## config.mk

```make
export PLATFORM = sky130hd
export DESIGN_NAME = nvm_rd_ctrl
export DESIGN_NICKNAME = d
export VERILOG_FILES = /design/src/rtl/nvm_rd_pkg.sv /design/src/rtl/nvm_rd_timer.sv /design/src/rtl/nvm_rd_pwrup.sv /design/src/rtl/nvm_rd_fsm.sv /design/src/rtl/nvm_rd_path.sv /design/src/rtl/nvm_rd_ctrl.sv
export SDC_FILE = /design/constraint.sdc
export NUM_CORES = 1
export LEC_CHECK = 0
export BUFFER_PORTS_ARGS = -buffer_cell sky130_fd_sc_hd__buf_2
export CORE_ASPECT_RATIO = 1.25
export CORE_UTILIZATION = 34
export DETAILED_ROUTE_END_ITERATION = 16
export SLEW_MARGIN = 20
export SYNTH_ARGS = -nofsm -noshare
export SYNTH_HDL_FRONTEND = slang
export SYNTH_HIERARCHICAL = 1
export SYNTH_SLANG_ARGS = --single-unit
```

## constraint.sdc

```tcl
create_clock -name clk -period 4.8 [get_ports clk]
set_input_delay 0.96 -clock clk [delete_from_list [all_inputs] [get_ports clk]]
set_output_delay 0.96 -clock clk [all_outputs]
set_load 0.01 [all_outputs]
```

## src/rtl/nvm_rd_pkg.sv

```systemverilog
package nvm_rd_pkg;

  typedef enum logic [2:0] {
    ST_PWRUP,
    ST_IDLE,
    ST_LEAD,
    ST_ACCESS,
    ST_FLOAT
  } rd_state_e;

  // nanoseconds to whole clock cycles, rounded up
  function automatic int ns_to_cyc(input int ns, input int clk_ps);
    return (ns * 1000 + clk_ps - 1) / clk_ps;
  endfunction

  function automatic int imax(input int a, input int b);
    return (a > b) ? a : b;
  endfunction

endpackage

```

## src/rtl/nvm_rd_timer.sv

```systemverilog
module nvm_rd_timer #(
  parameter int CNT_W = 3
) (
  input  logic             clk,
  input  logic             rst_n,
  input  logic             load,
  input  logic [CNT_W-1:0] load_val,
  output logic             expired
);

  logic [CNT_W-1:0] cnt_q;

  always_ff @(posedge clk or negedge rst_n) begin
    if (!rst_n)              cnt_q <= '0;
    else if (load)           cnt_q <= load_val;
    else if (cnt_q != '0)    cnt_q <= cnt_q - 1'b1;
  end

  assign expired = (cnt_q == '0);

  // an expired count stays at zero until reloaded (phase lengths, R4)
  assert_timer_floor_R4: assert property (@(posedge clk) disable iff (!rst_n)
    (expired && !load) |=> expired);

endmodule

```

## src/rtl/nvm_rd_pwrup.sv

```systemverilog
module nvm_rd_pwrup #(
  parameter int PWR_C = 20000
) (
  input  logic clk,
  input  logic rst_n,
  output logic pwr_last
);

  localparam int PW = $clog2(PWR_C + 1);
  localparam logic [PW-1:0] LAST = PW'(PWR_C - 1);

  logic [PW-1:0] cnt_q;

  always_ff @(posedge clk or negedge rst_n) begin
    if (!rst_n)             cnt_q <= '0;
    else if (cnt_q != LAST) cnt_q <= cnt_q + 1'b1;
  end

  assign pwr_last = (cnt_q == LAST);

  // once the settle time is over it never comes back
  assert_pwr_sticky_R1: assert property (@(posedge clk) disable iff (!rst_n)
    pwr_last |=> pwr_last);

endmodule

```

## src/rtl/nvm_rd_fsm.sv

```systemverilog
module nvm_rd_fsm
  import nvm_rd_pkg::*;
#(
  parameter int LEAD_C = 7,
  parameter int ACC_C  = 7,
  parameter int GAP_C  = 5,
  parameter int CNT_W  = 3
) (
  input  logic clk,
  input  logic rst_n,
  input  logic pwr_last,
  input  logic req_valid,
  output logic req_ready,
  output logic ce_n,
  output logic oe_n,
  output logic launch,
  output logic capture
);

  rd_state_e        st_q, st_d;
  logic             ce_q, ce_d, oe_q, oe_d;
  logic             tmr_load;
  logic [CNT_W-1:0] tmr_val;
  logic             tmr_zero;

  nvm_rd_timer #(.CNT_W(CNT_W)) u_tmr (
    .clk      (clk),
    .rst_n    (rst_n),
    .load     (tmr_load),
    .load_val (tmr_val),
    .expired  (tmr_zero)
  );

  always_comb begin
    st_d     = st_q;
    ce_d     = ce_q;
    oe_d     = oe_q;
    tmr_load = 1'b0;
    tmr_val  = '0;
    launch   = 1'b0;
    capture  = 1'b0;
    case (st_q)
      ST_PWRUP: begin
        if (pwr_last) st_d = ST_IDLE;
      end
      ST_IDLE: begin
        if (req_valid) begin
          launch   = 1'b1;
          ce_d     = 1'b0;
          tmr_load = 1'b1;
          if (LEAD_C > 0) begin
            st_d    = ST_LEAD;
            tmr_val = CNT_W'(LEAD_C - 1);
          end else begin
            st_d    = ST_ACCESS;
            oe_d    = 1'b0;
            tmr_val = CNT_W'(ACC_C - 1);
          end
        end
      end
      ST_LEAD: begin
        if (tmr_zero) begin
          st_d     = ST_ACCESS;
          oe_d     = 1'b0;
          tmr_load = 1'b1;
          tmr_val  = CNT_W'(ACC_C - 1);
        end
      end
      ST_ACCESS: begin
        if (tmr_zero) begin
          capture  = 1'b1;
          ce_d     = 1'b1;
          oe_d     = 1'b1;
          st_d     = ST_FLOAT;
          tmr_load = 1'b1;
          tmr_val  = CNT_W'(GAP_C - 1);
        end
      end
      ST_FLOAT: begin
        if (tmr_zero) st_d = ST_IDLE;
      end
      default: begin
        st_d = ST_PWRUP;
        ce_d = 1'b1;
        oe_d = 1'b1;
      end
    endcase
  end

  always_ff @(posedge clk or negedge rst_n) begin
    if (!rst_n) begin
      st_q <= ST_PWRUP;
      ce_q <= 1'b1;
      oe_q <= 1'b1;
    end else begin
      st_q <= st_d;
      ce_q <= ce_d;
      oe_q <= oe_d;
    end
  end

  assign req_ready = (st_q == ST_IDLE);
  assign ce_n      = ce_q;
  assign oe_n      = oe_q;

  // gate never opens on a deselected part
  assert_gate_inside_select_R3: assert property (@(posedge clk) disable iff (!rst_n)
    !oe_n |-> !ce_n);

  // idle means fully deselected
  assert_idle_standby_R8: assert property (@(posedge clk) disable iff (!rst_n)
    req_ready |-> (ce_n && oe_n));

  // a sample is only taken while both strobes are active
  assert_sample_live_R5: assert property (@(posedge clk) disable iff (!rst_n)
    capture |-> (!ce_n && !oe_n));

endmodule

```

## src/rtl/nvm_rd_path.sv

```systemverilog
module nvm_rd_path #(
  parameter int ADDR_W = 17
) (
  input  logic              clk,
  input  logic              rst_n,
  input  logic              launch,
  input  logic [ADDR_W-1:0] req_addr,
  input  logic              capture,
  input  logic [7:0]        dq,
  output logic [ADDR_W-1:0] mem_addr,
  output logic              rsp_valid,
  output logic [7:0]        rsp_data
);

  logic [ADDR_W-1:0] addr_q;
  logic              vld_q;
  logic [7:0]        data_q;

  always_ff @(posedge clk or negedge rst_n) begin
    if (!rst_n) begin
      addr_q <= '0;
      vld_q  <= 1'b0;
      data_q <= '0;
    end else begin
      if (launch)  addr_q <= req_addr;
      vld_q <= capture;
      if (capture) data_q <= dq;
    end
  end

  assign mem_addr  = addr_q;
  assign rsp_valid = vld_q;
  assign rsp_data  = data_q;

  // response is a single-cycle pulse
  assert_rsp_pulse_R5: assert property (@(posedge clk) disable iff (!rst_n)
    rsp_valid |=> !rsp_valid);

endmodule

```

## src/rtl/nvm_rd_ctrl.sv

```systemverilog
module nvm_rd_ctrl
  import nvm_rd_pkg::*;
#(
  parameter int ADDR_W     = 17,
  parameter int CLK_PS     = 5000,
  parameter int T_CE_NS    = 70,
  parameter int T_OE_NS    = 35,
  parameter int T_FLOAT_NS = 25,
  parameter int T_CYCLE_NS = 70,
  parameter int PWRUP_NS   = 100000
) (
  input  logic              clk,
  input  logic              rst_n,
  input  logic              req_valid,
  output logic              req_ready,
  input  logic [ADDR_W-1:0] req_addr,
  output logic              rsp_valid,
  output logic [7:0]        rsp_data,
  output logic [ADDR_W-1:0] mem_addr,
  output logic              mem_ce_n,
  output logic              mem_oe_n,
  input  logic [7:0]        mem_dq
);

  localparam int CE_C   = imax(ns_to_cyc(T_CE_NS, CLK_PS), 1);
  localparam int OE_C   = imax(ns_to_cyc(T_OE_NS, CLK_PS), 1);
  localparam int LEAD_C = imax(CE_C - OE_C, 0);
  localparam int ACC_C  = OE_C;
  localparam int FLT_C  = ns_to_cyc(T_FLOAT_NS, CLK_PS);
  localparam int TRC_C  = ns_to_cyc(T_CYCLE_NS, CLK_PS);
  localparam int GAP_C  = imax(imax(FLT_C, TRC_C - LEAD_C - ACC_C - 1), 1);
  localparam int PWR_C  = imax(ns_to_cyc(PWRUP_NS, CLK_PS), 1);
  localparam int CNT_W  = imax($clog2(imax(imax(LEAD_C, ACC_C), GAP_C) + 1), 1);

  logic pwr_last;
  logic launch;
  logic capture;

  nvm_rd_pwrup #(.PWR_C(PWR_C)) u_pwr (
    .clk      (clk),
    .rst_n    (rst_n),
    .pwr_last (pwr_last)
  );

  nvm_rd_fsm #(
    .LEAD_C (LEAD_C),
    .ACC_C  (ACC_C),
    .GAP_C  (GAP_C),
    .CNT_W  (CNT_W)
  ) u_fsm (
    .clk       (clk),
    .rst_n     (rst_n),
    .pwr_last  (pwr_last),
    .req_valid (req_valid),
    .req_ready (req_ready),
    .ce_n      (mem_ce_n),
    .oe_n      (mem_oe_n),
    .launch    (launch),
    .capture   (capture)
  );

  nvm_rd_path #(.ADDR_W(ADDR_W)) u_path (
    .clk       (clk),
    .rst_n     (rst_n),
    .launch    (launch),
    .req_addr  (req_addr),
    .capture   (capture),
    .dq        (mem_dq),
    .mem_addr  (mem_addr),
    .rsp_valid (rsp_valid),
    .rsp_data  (rsp_data)
  );

  // ---- assertion support: length of the current deselected stretch ----
  localparam int HW = $clog2(GAP_C + 3);
  logic [HW-1:0] hi_run_q;
  logic          seen_rsp_q;

  always_ff @(posedge clk or negedge rst_n) begin
    if (!rst_n) begin
      hi_run_q   <= '0;
      seen_rsp_q <= 1'b0;
    end else begin
      if (!mem_ce_n)                    hi_run_q <= '0;
      else if (hi_run_q != {HW{1'b1}})  hi_run_q <= hi_run_q + 1'b1;
      if (rsp_valid) seen_rsp_q <= 1'b1;
    end
  end

  // address is frozen while the part is selected
  assert_addr_hold_R6: assert property (@(posedge clk) disable iff (!rst_n)
    (!mem_ce_n && !$past(mem_ce_n)) |-> $stable(mem_addr));

  // data comes back on the edge that releases both strobes
  assert_release_on_data_R5: assert property (@(posedge clk) disable iff (!rst_n)
    rsp_valid |-> (mem_ce_n && mem_oe_n && $past(!mem_oe_n)));

  // float interval honoured before reselecting
  assert_float_gap_R7: assert property (@(posedge clk) disable iff (!rst_n)
    ($fell(mem_ce_n) && seen_rsp_q) |-> (int'(hi_run_q) >= GAP_C + 1));

endmodule

```

== After elaboration in Yosys (flattened, before gate mapping) ==
Index checks and enable logic that the tools add are counted.

* Register bits: 49
* Word-level logic and storage cells: 55
* Bits of input ports: 28

* Add/subtract/negate cells: 2
* Bitwise operators: 2
* Reductions and logical operators: 10
* Eq/ne operators: 11
* Multiplexer cells: 22

{| class="wikitable"
|+ Operators with widths
! kind !! count
|-
| two-way mux 3 bit || 10
|-
| adder 15 x 1 -> 15 bit, second input constant || 1
|-
| == test 15 bit, second input constant || 1
|-
| != test 15 bit, second input constant || 1
|-
| one-hot mux 3 bit (5 select lines) || 1
|-
| one-hot mux 3 bit (3 select lines) || 1
|-
| two-way mux 1 bit || 7
|-
| == test 3 x 2 -> 1 bit, second input constant || 2
|-
| logical NOT 3 bit || 2
|-
| != test 2 x 1 -> 1 bit, second input constant || 3
|-
| one-hot mux 1 bit (3 select lines) || 2
|-
| AND reduction 3 bit || 2
|-
| OR reduction 3 bit || 2
|-
| AND reduction 5 bit || 1
|-
| != test 2 bit, second input constant || 2
|-
| == test 3 x 1 -> 1 bit, second input constant || 1
|-
| == test 3 bit, second input constant || 1
|-
| nonzero test 3 bit || 1
|-
| subtractor 3 x 1 -> 3 bit, second input constant || 1
|-
| inverter 1 bit || 2
|-
| one-hot mux 1 bit (2 select lines) || 1
|-
| nonzero test 2 bit || 1
|-
| OR reduction 2 bit || 1
|}

== Longest topological paths before layout ==
* Depth after elaboration: 4
* Gate-level depth with buffers: 10
* Gate-level depth less buffers: 9

== Cells and area by module ==
Netlist, hierarchy kept.

{| class="wikitable"
|+ Modules (own cells, without submodules)
! module !! instances !! area an instance (um^2) !! cells each
|-
| nvm_rd_path || 1 || 1006.0 || 54
|-
| nvm_rd_pwrup || 1 || 726.9 || 65
|-
| nvm_rd_fsm || 1 || 341.6 || 39
|-
| nvm_rd_timer || 1 || 200.2 || 21
|}

== Worst setup path before layout ==
Ideal clock, no wire load.

* Path type: input to register
* Start point: input port req_valid
* End point: register u_path.addr_q[10] (netlist: u_path/mem_addr[10])
* Data required time: 4675 ps
* Stages on the path: 5
* Buffers on the path: 2
* Slack: 2922 ps
* Arrival: 1753 ps
* Cell sequence: inv_1 > nor3_2 > buf_6 > buf_12 > mux2_4

* Cells in the longest elaborated chain, start to end: 2

{| class="wikitable"
|+ RTL lines
! item !! line !! text
|-
| from (decl) || nvm_rd_ctrl.sv:14 || <nowiki>input logic req_valid,</nowiki>
|-
| two-way mux 1 bit || nvm_rd_fsm.sv:47 || <nowiki>if (req_valid) begin</nowiki>
|-
| two-way mux 1 bit || nvm_rd_fsm.sv:42 || <nowiki>case (st_q)</nowiki>
|-
| net launch || nvm_rd_ctrl.sv:36 || <nowiki>logic launch;</nowiki>
|-
| to (signal assigned) || nvm_rd_path.sv:25 || <nowiki>if (launch) addr_q <= req_addr;</nowiki>
|-
| to (decl) || nvm_rd_path.sv:15 || <nowiki>logic [ADDR_W-1:0] addr_q;</nowiki>
|}

The timed path passes the listed nets, and every way through them passes these cells.
A chain may end at the register's enable or synchronous reset.

== Worst setup path in the final report ==
* Start point: register u_fsm.st_q[2]
* End point: output port req_ready

* Cells in the longest elaborated chain, start to end: 1

{| class="wikitable"
|+ RTL lines
! item !! line !! text
|-
| from (decl) || nvm_rd_fsm.sv:20 || <nowiki>rd_state_e st_q, st_d;</nowiki>
|-
| from (signal assigned) || nvm_rd_fsm.sv:96 || <nowiki>st_q <= st_d;</nowiki>
|-
| == test 3 x 1 -> 1 bit || nvm_rd_fsm.sv:102 || <nowiki>assign req_ready = (st_q == ST_IDLE);</nowiki>
|-
| to (decl) || nvm_rd_ctrl.sv:15 || <nowiki>output logic req_ready,</nowiki>
|}

No other way between the ends.

==> results.sh <==
export IMPL_status="finished, final reports clean"
export IMPL_cp_arrival_ns=1.34
export IMPL_worst_pin_slew_ns=0.749
export IMPL_grt_pass1_wl_um=6350
export IMPL_finalHoldViolCount=0
export IMPL_finalSetupViolations=0
export IMPL_critPathMaxStageDelay_ns=0.52
export IMPL_cts_buffers=5
export IMPL_timing_final_ws_setup_ns=2.50
export IMPL_first_pass_iters=4
export IMPL_peakVddDrop_uv=157
export IMPL_synth_distinct_cells=45
export IMPL_pwr_share_clk_pct=20.9
export IMPL_rsz0062_at_grt="no"
export IMPL_crit_required_ns=3.84
export IMPL_r2r_start="u_fsm/u_tmr/cnt_q[0]$_DFFE_PN0P_"
export IMPL_p_comb_share_pct=34.0
export IMPL_cts_sinks=49
export IMPL_crit_type="register to primary output"
export IMPL_postCtsSetupRepairBufs=0
export IMPL_drive_gt1_share_pct=41.8
export IMPL_multi_input_area_sq_um=941
export IMPL_synth_seq_cells=49
export IMPL_first_global_vias=1432
export IMPL_pin_count=57
export IMPL_final_cell_mix="buf_2 (55), dfrtp_1 (47), mux2_2 (15)"
export IMPL_hold_depth=1
export IMPL_cts_root_buf="clkbuf_8"
export IMPL_finalCritPeriodShare_pct=47.9
export IMPL_fin_setup_tns_ns=0
export IMPL_cap_violations=0
export IMPL_crit_chain="nand2b_1 -> nor2_1 -> buf_2"
export IMPL_clk_pin_slew_ns=0.09
export IMPL_slew_headroom_pct=49.9
export IMPL_fin_util_pct=42.9
export IMPL_antenna_found_initial=0
export IMPL_slowest_stage="dfrtp_1"
export IMPL_fin_crit_ns=2.30
export IMPL_skew_ns=0.00570
export IMPL_io_buffers=56
export IMPL_fp_dieW_um=75.2
export IMPL_holdBufCountCts=0
export IMPL_routed_via_density=4.63
export IMPL_power_switching_mw=0.439
export IMPL_whs_ns=0.478
export IMPL_cp_start_kind="register"
export IMPL_dp_hpwl_um=2700
export IMPL_post_place_ws_ns=2.57
export IMPL_nNetsFinal=267
export IMPL_layout_commonest_cell="buf_2"
export IMPL_postRouteAntennaNets=0
export IMPL_n_fill_cell=625
export IMPL_syn2layout_area_growth_pct=19.3
export IMPL_fin_area_sq_um=2710
export IMPL_regArea_sq_um=1230
export IMPL_first_iter_violations=37
export IMPL_fmax_mhz=435
export IMPL_swShare_pct=31.2
export IMPL_p_int_mw=0.966
export IMPL_wl_per_cell_um=11.9
export IMPL_hold_class="register to register"
export IMPL_drc=0
export IMPL_reg2reg_depth=7
export IMPL_synth_nets=210
export IMPL_dieArea_sq_um=7020
export IMPL_finalPower_mw=1.40
export IMPL_wl_met1_um=1810
export IMPL_ys_warn_count=6
export IMPL_track_usage_pct=11.6
export IMPL_drv_slew=0
export IMPL_seq_power_share_pct=45.2
export IMPL_wl_met3_um=265
export IMPL_yosysSeqAreaShare_pct=54.0
export IMPL_vias=1491
export IMPL_cts_repair_resized=0
export IMPL_place_inst=314
export IMPL_critPathLaunch="u_fsm/st_q[2]$_DFFE_PN0P_"
export IMPL_core_area_sq_um=6330
export IMPL_rows=32
export IMPL_synth_area_per_cell_sq_um=12.7
export IMPL_cts_max_level=2
export IMPL_met2_length_um=1730
export IMPL_insertedDiodeCount=0
export IMPL_mappedNetlistArea_sq_um=2270
export IMPL_syn_inst=179
export IMPL_gp_congestion=0.728
export IMPL_clk_latency_ns=0.30
export IMPL_grt_max_degree=50
export IMPL_overflow=0
export IMPL_highest_layer="met4"
export IMPL_cts_tree="built"
export IMPL_worstPathMaxFanout=13
export IMPL_clock_tree_buffer_depth=2
export IMPL_min_from="u_pwr/cnt_q[14]$_DFFE_PN0P_"
export IMPL_dpl_cell_area_sq_um=2600
export IMPL_start_util_pct=36.0
export IMPL_endpoint_kind="primary output"
export IMPL_leakagePower_nw=1.33
export IMPL_die_y_um=93.5
export IMPL_p_per_area_nw_per_um2=518
export IMPL_stdcell_count=322
export IMPL_drt_wl_total_um=3830
final cells by class:
cell class	count	share of cell area [%]
clock buffers	5	2.54
repair buffers	57	10.7
multi-input cells	114	34.7
flip-flops and latches	49	45.3
well taps	85	3.92
clock inverters	3	1.61
inverters	9	1.25
Yosys cell counts (all sizes together):
library cell  number  area (sq um)
nor2               9          33.8
or4                1          11.3
a21bo              1          10.0
dfrtp             47          1180
nor4               1          21.3
and3               3          20.0
nand2b             3          18.8
o31ai              1          7.51
mux2i              2          20.0
a31oi              2          12.5
o21ai              1          5.00
nand4              2          27.5
buf                7          71.3
a311oi             1          8.76
nand3              6          30.0
nand3b             1          7.51
and2               1          6.26
xor2               3          26.3
nor2b              5          31.3
a221oi             1          8.76
or2                1          6.26
or3b               1          8.76
conb               1          3.75
dfstp              2          52.6
o21ba              1          10.0
nor4b              2          17.5
o22a               1          8.76
nand2             11          48.8
o22ai              1          6.26
and4               1          8.76
a32oi              1          8.76
a21oi              9          45.0
mux2              26           334
nor3               3          20.0
ha                 3          37.5
xnor2              8          70.1
inv                9          33.8
path summary, 6_finish.rpt:
kind,to,slack (ns)
hold / removal,u_pwr/cnt_q[14]$_DFFE_PN0P_,0.48
setup / recovery,req_ready,2.50
min in group asynchronous,u_path/mem_addr[5]$_DFFE_PN0P_,0.67
hold reg to reg,u_pwr/cnt_q[14]$_DFFE_PN0P_,0.48
max in group asynchronous,u_path/rsp_data[6]$_DFFE_PN0P_,3.73
setup reg to reg,u_path/rsp_data[3]$_DFFE_PN0P_,2.57
logic make-up after synthesis:
kind of cell / Yosys count / share of synthesized area [%]
other cells: 1 / 0.165
compound gates: 20 / 5.78
fa+ha+maj: 3 / 1.65
flops: 49 / 54.0
mux: 28 / 15.6
xor+xnor: 11 / 4.24
simple gates: 51 / 14.0
buf+inv: 16 / 4.62
power groups by stage:
stage / Clock, mW / Combinational, mW / Sequential (mW)
2_1_floorplan: 0 / 0.296 / 0.675
3_3_place_gp: 0 / 0.472 / 0.637
3_5_place_dp: 0 / 0.481 / 0.642
4_1_cts: 0.308 / 0.483 / 0.634
5_1_grt: 0.325 / 0.531 / 0.655
6_report: 0.293 / 0.477 / 0.635
sequential cells by signal (all words and copies together) (netlist names):
name               count
u_path/mem_addr       17
u_pwr/cnt_q           15
u_path/rsp_data        8
u_fsm/st_q             3
u_fsm/u_tmr/cnt_q      3
u_fsm/ce_n             1
u_fsm/oe_n             1
u_path/rsp_valid       1
critical path, delay by kind of cell, from the launching register on:
kind | cells | cell delay (ns)
flip-flops | 1 | 0.52
AND/OR/NAND/NOR | 2 | 0.37
buffers and inverters | 1 | 0.14
routing by layer:
| layer | global-route usage [%] | up-vias |
|---|---|---|
| met5 | 0 | - |
| met4 | 4.17 | 0 |
| met3 | 2.59 | 3 |
| met2 | 19.2 | 55 |
| met1 | 14.6 | 701 |
| li1 | - | 732 |
Note: power is estimated with default switching activity, not from simulation.
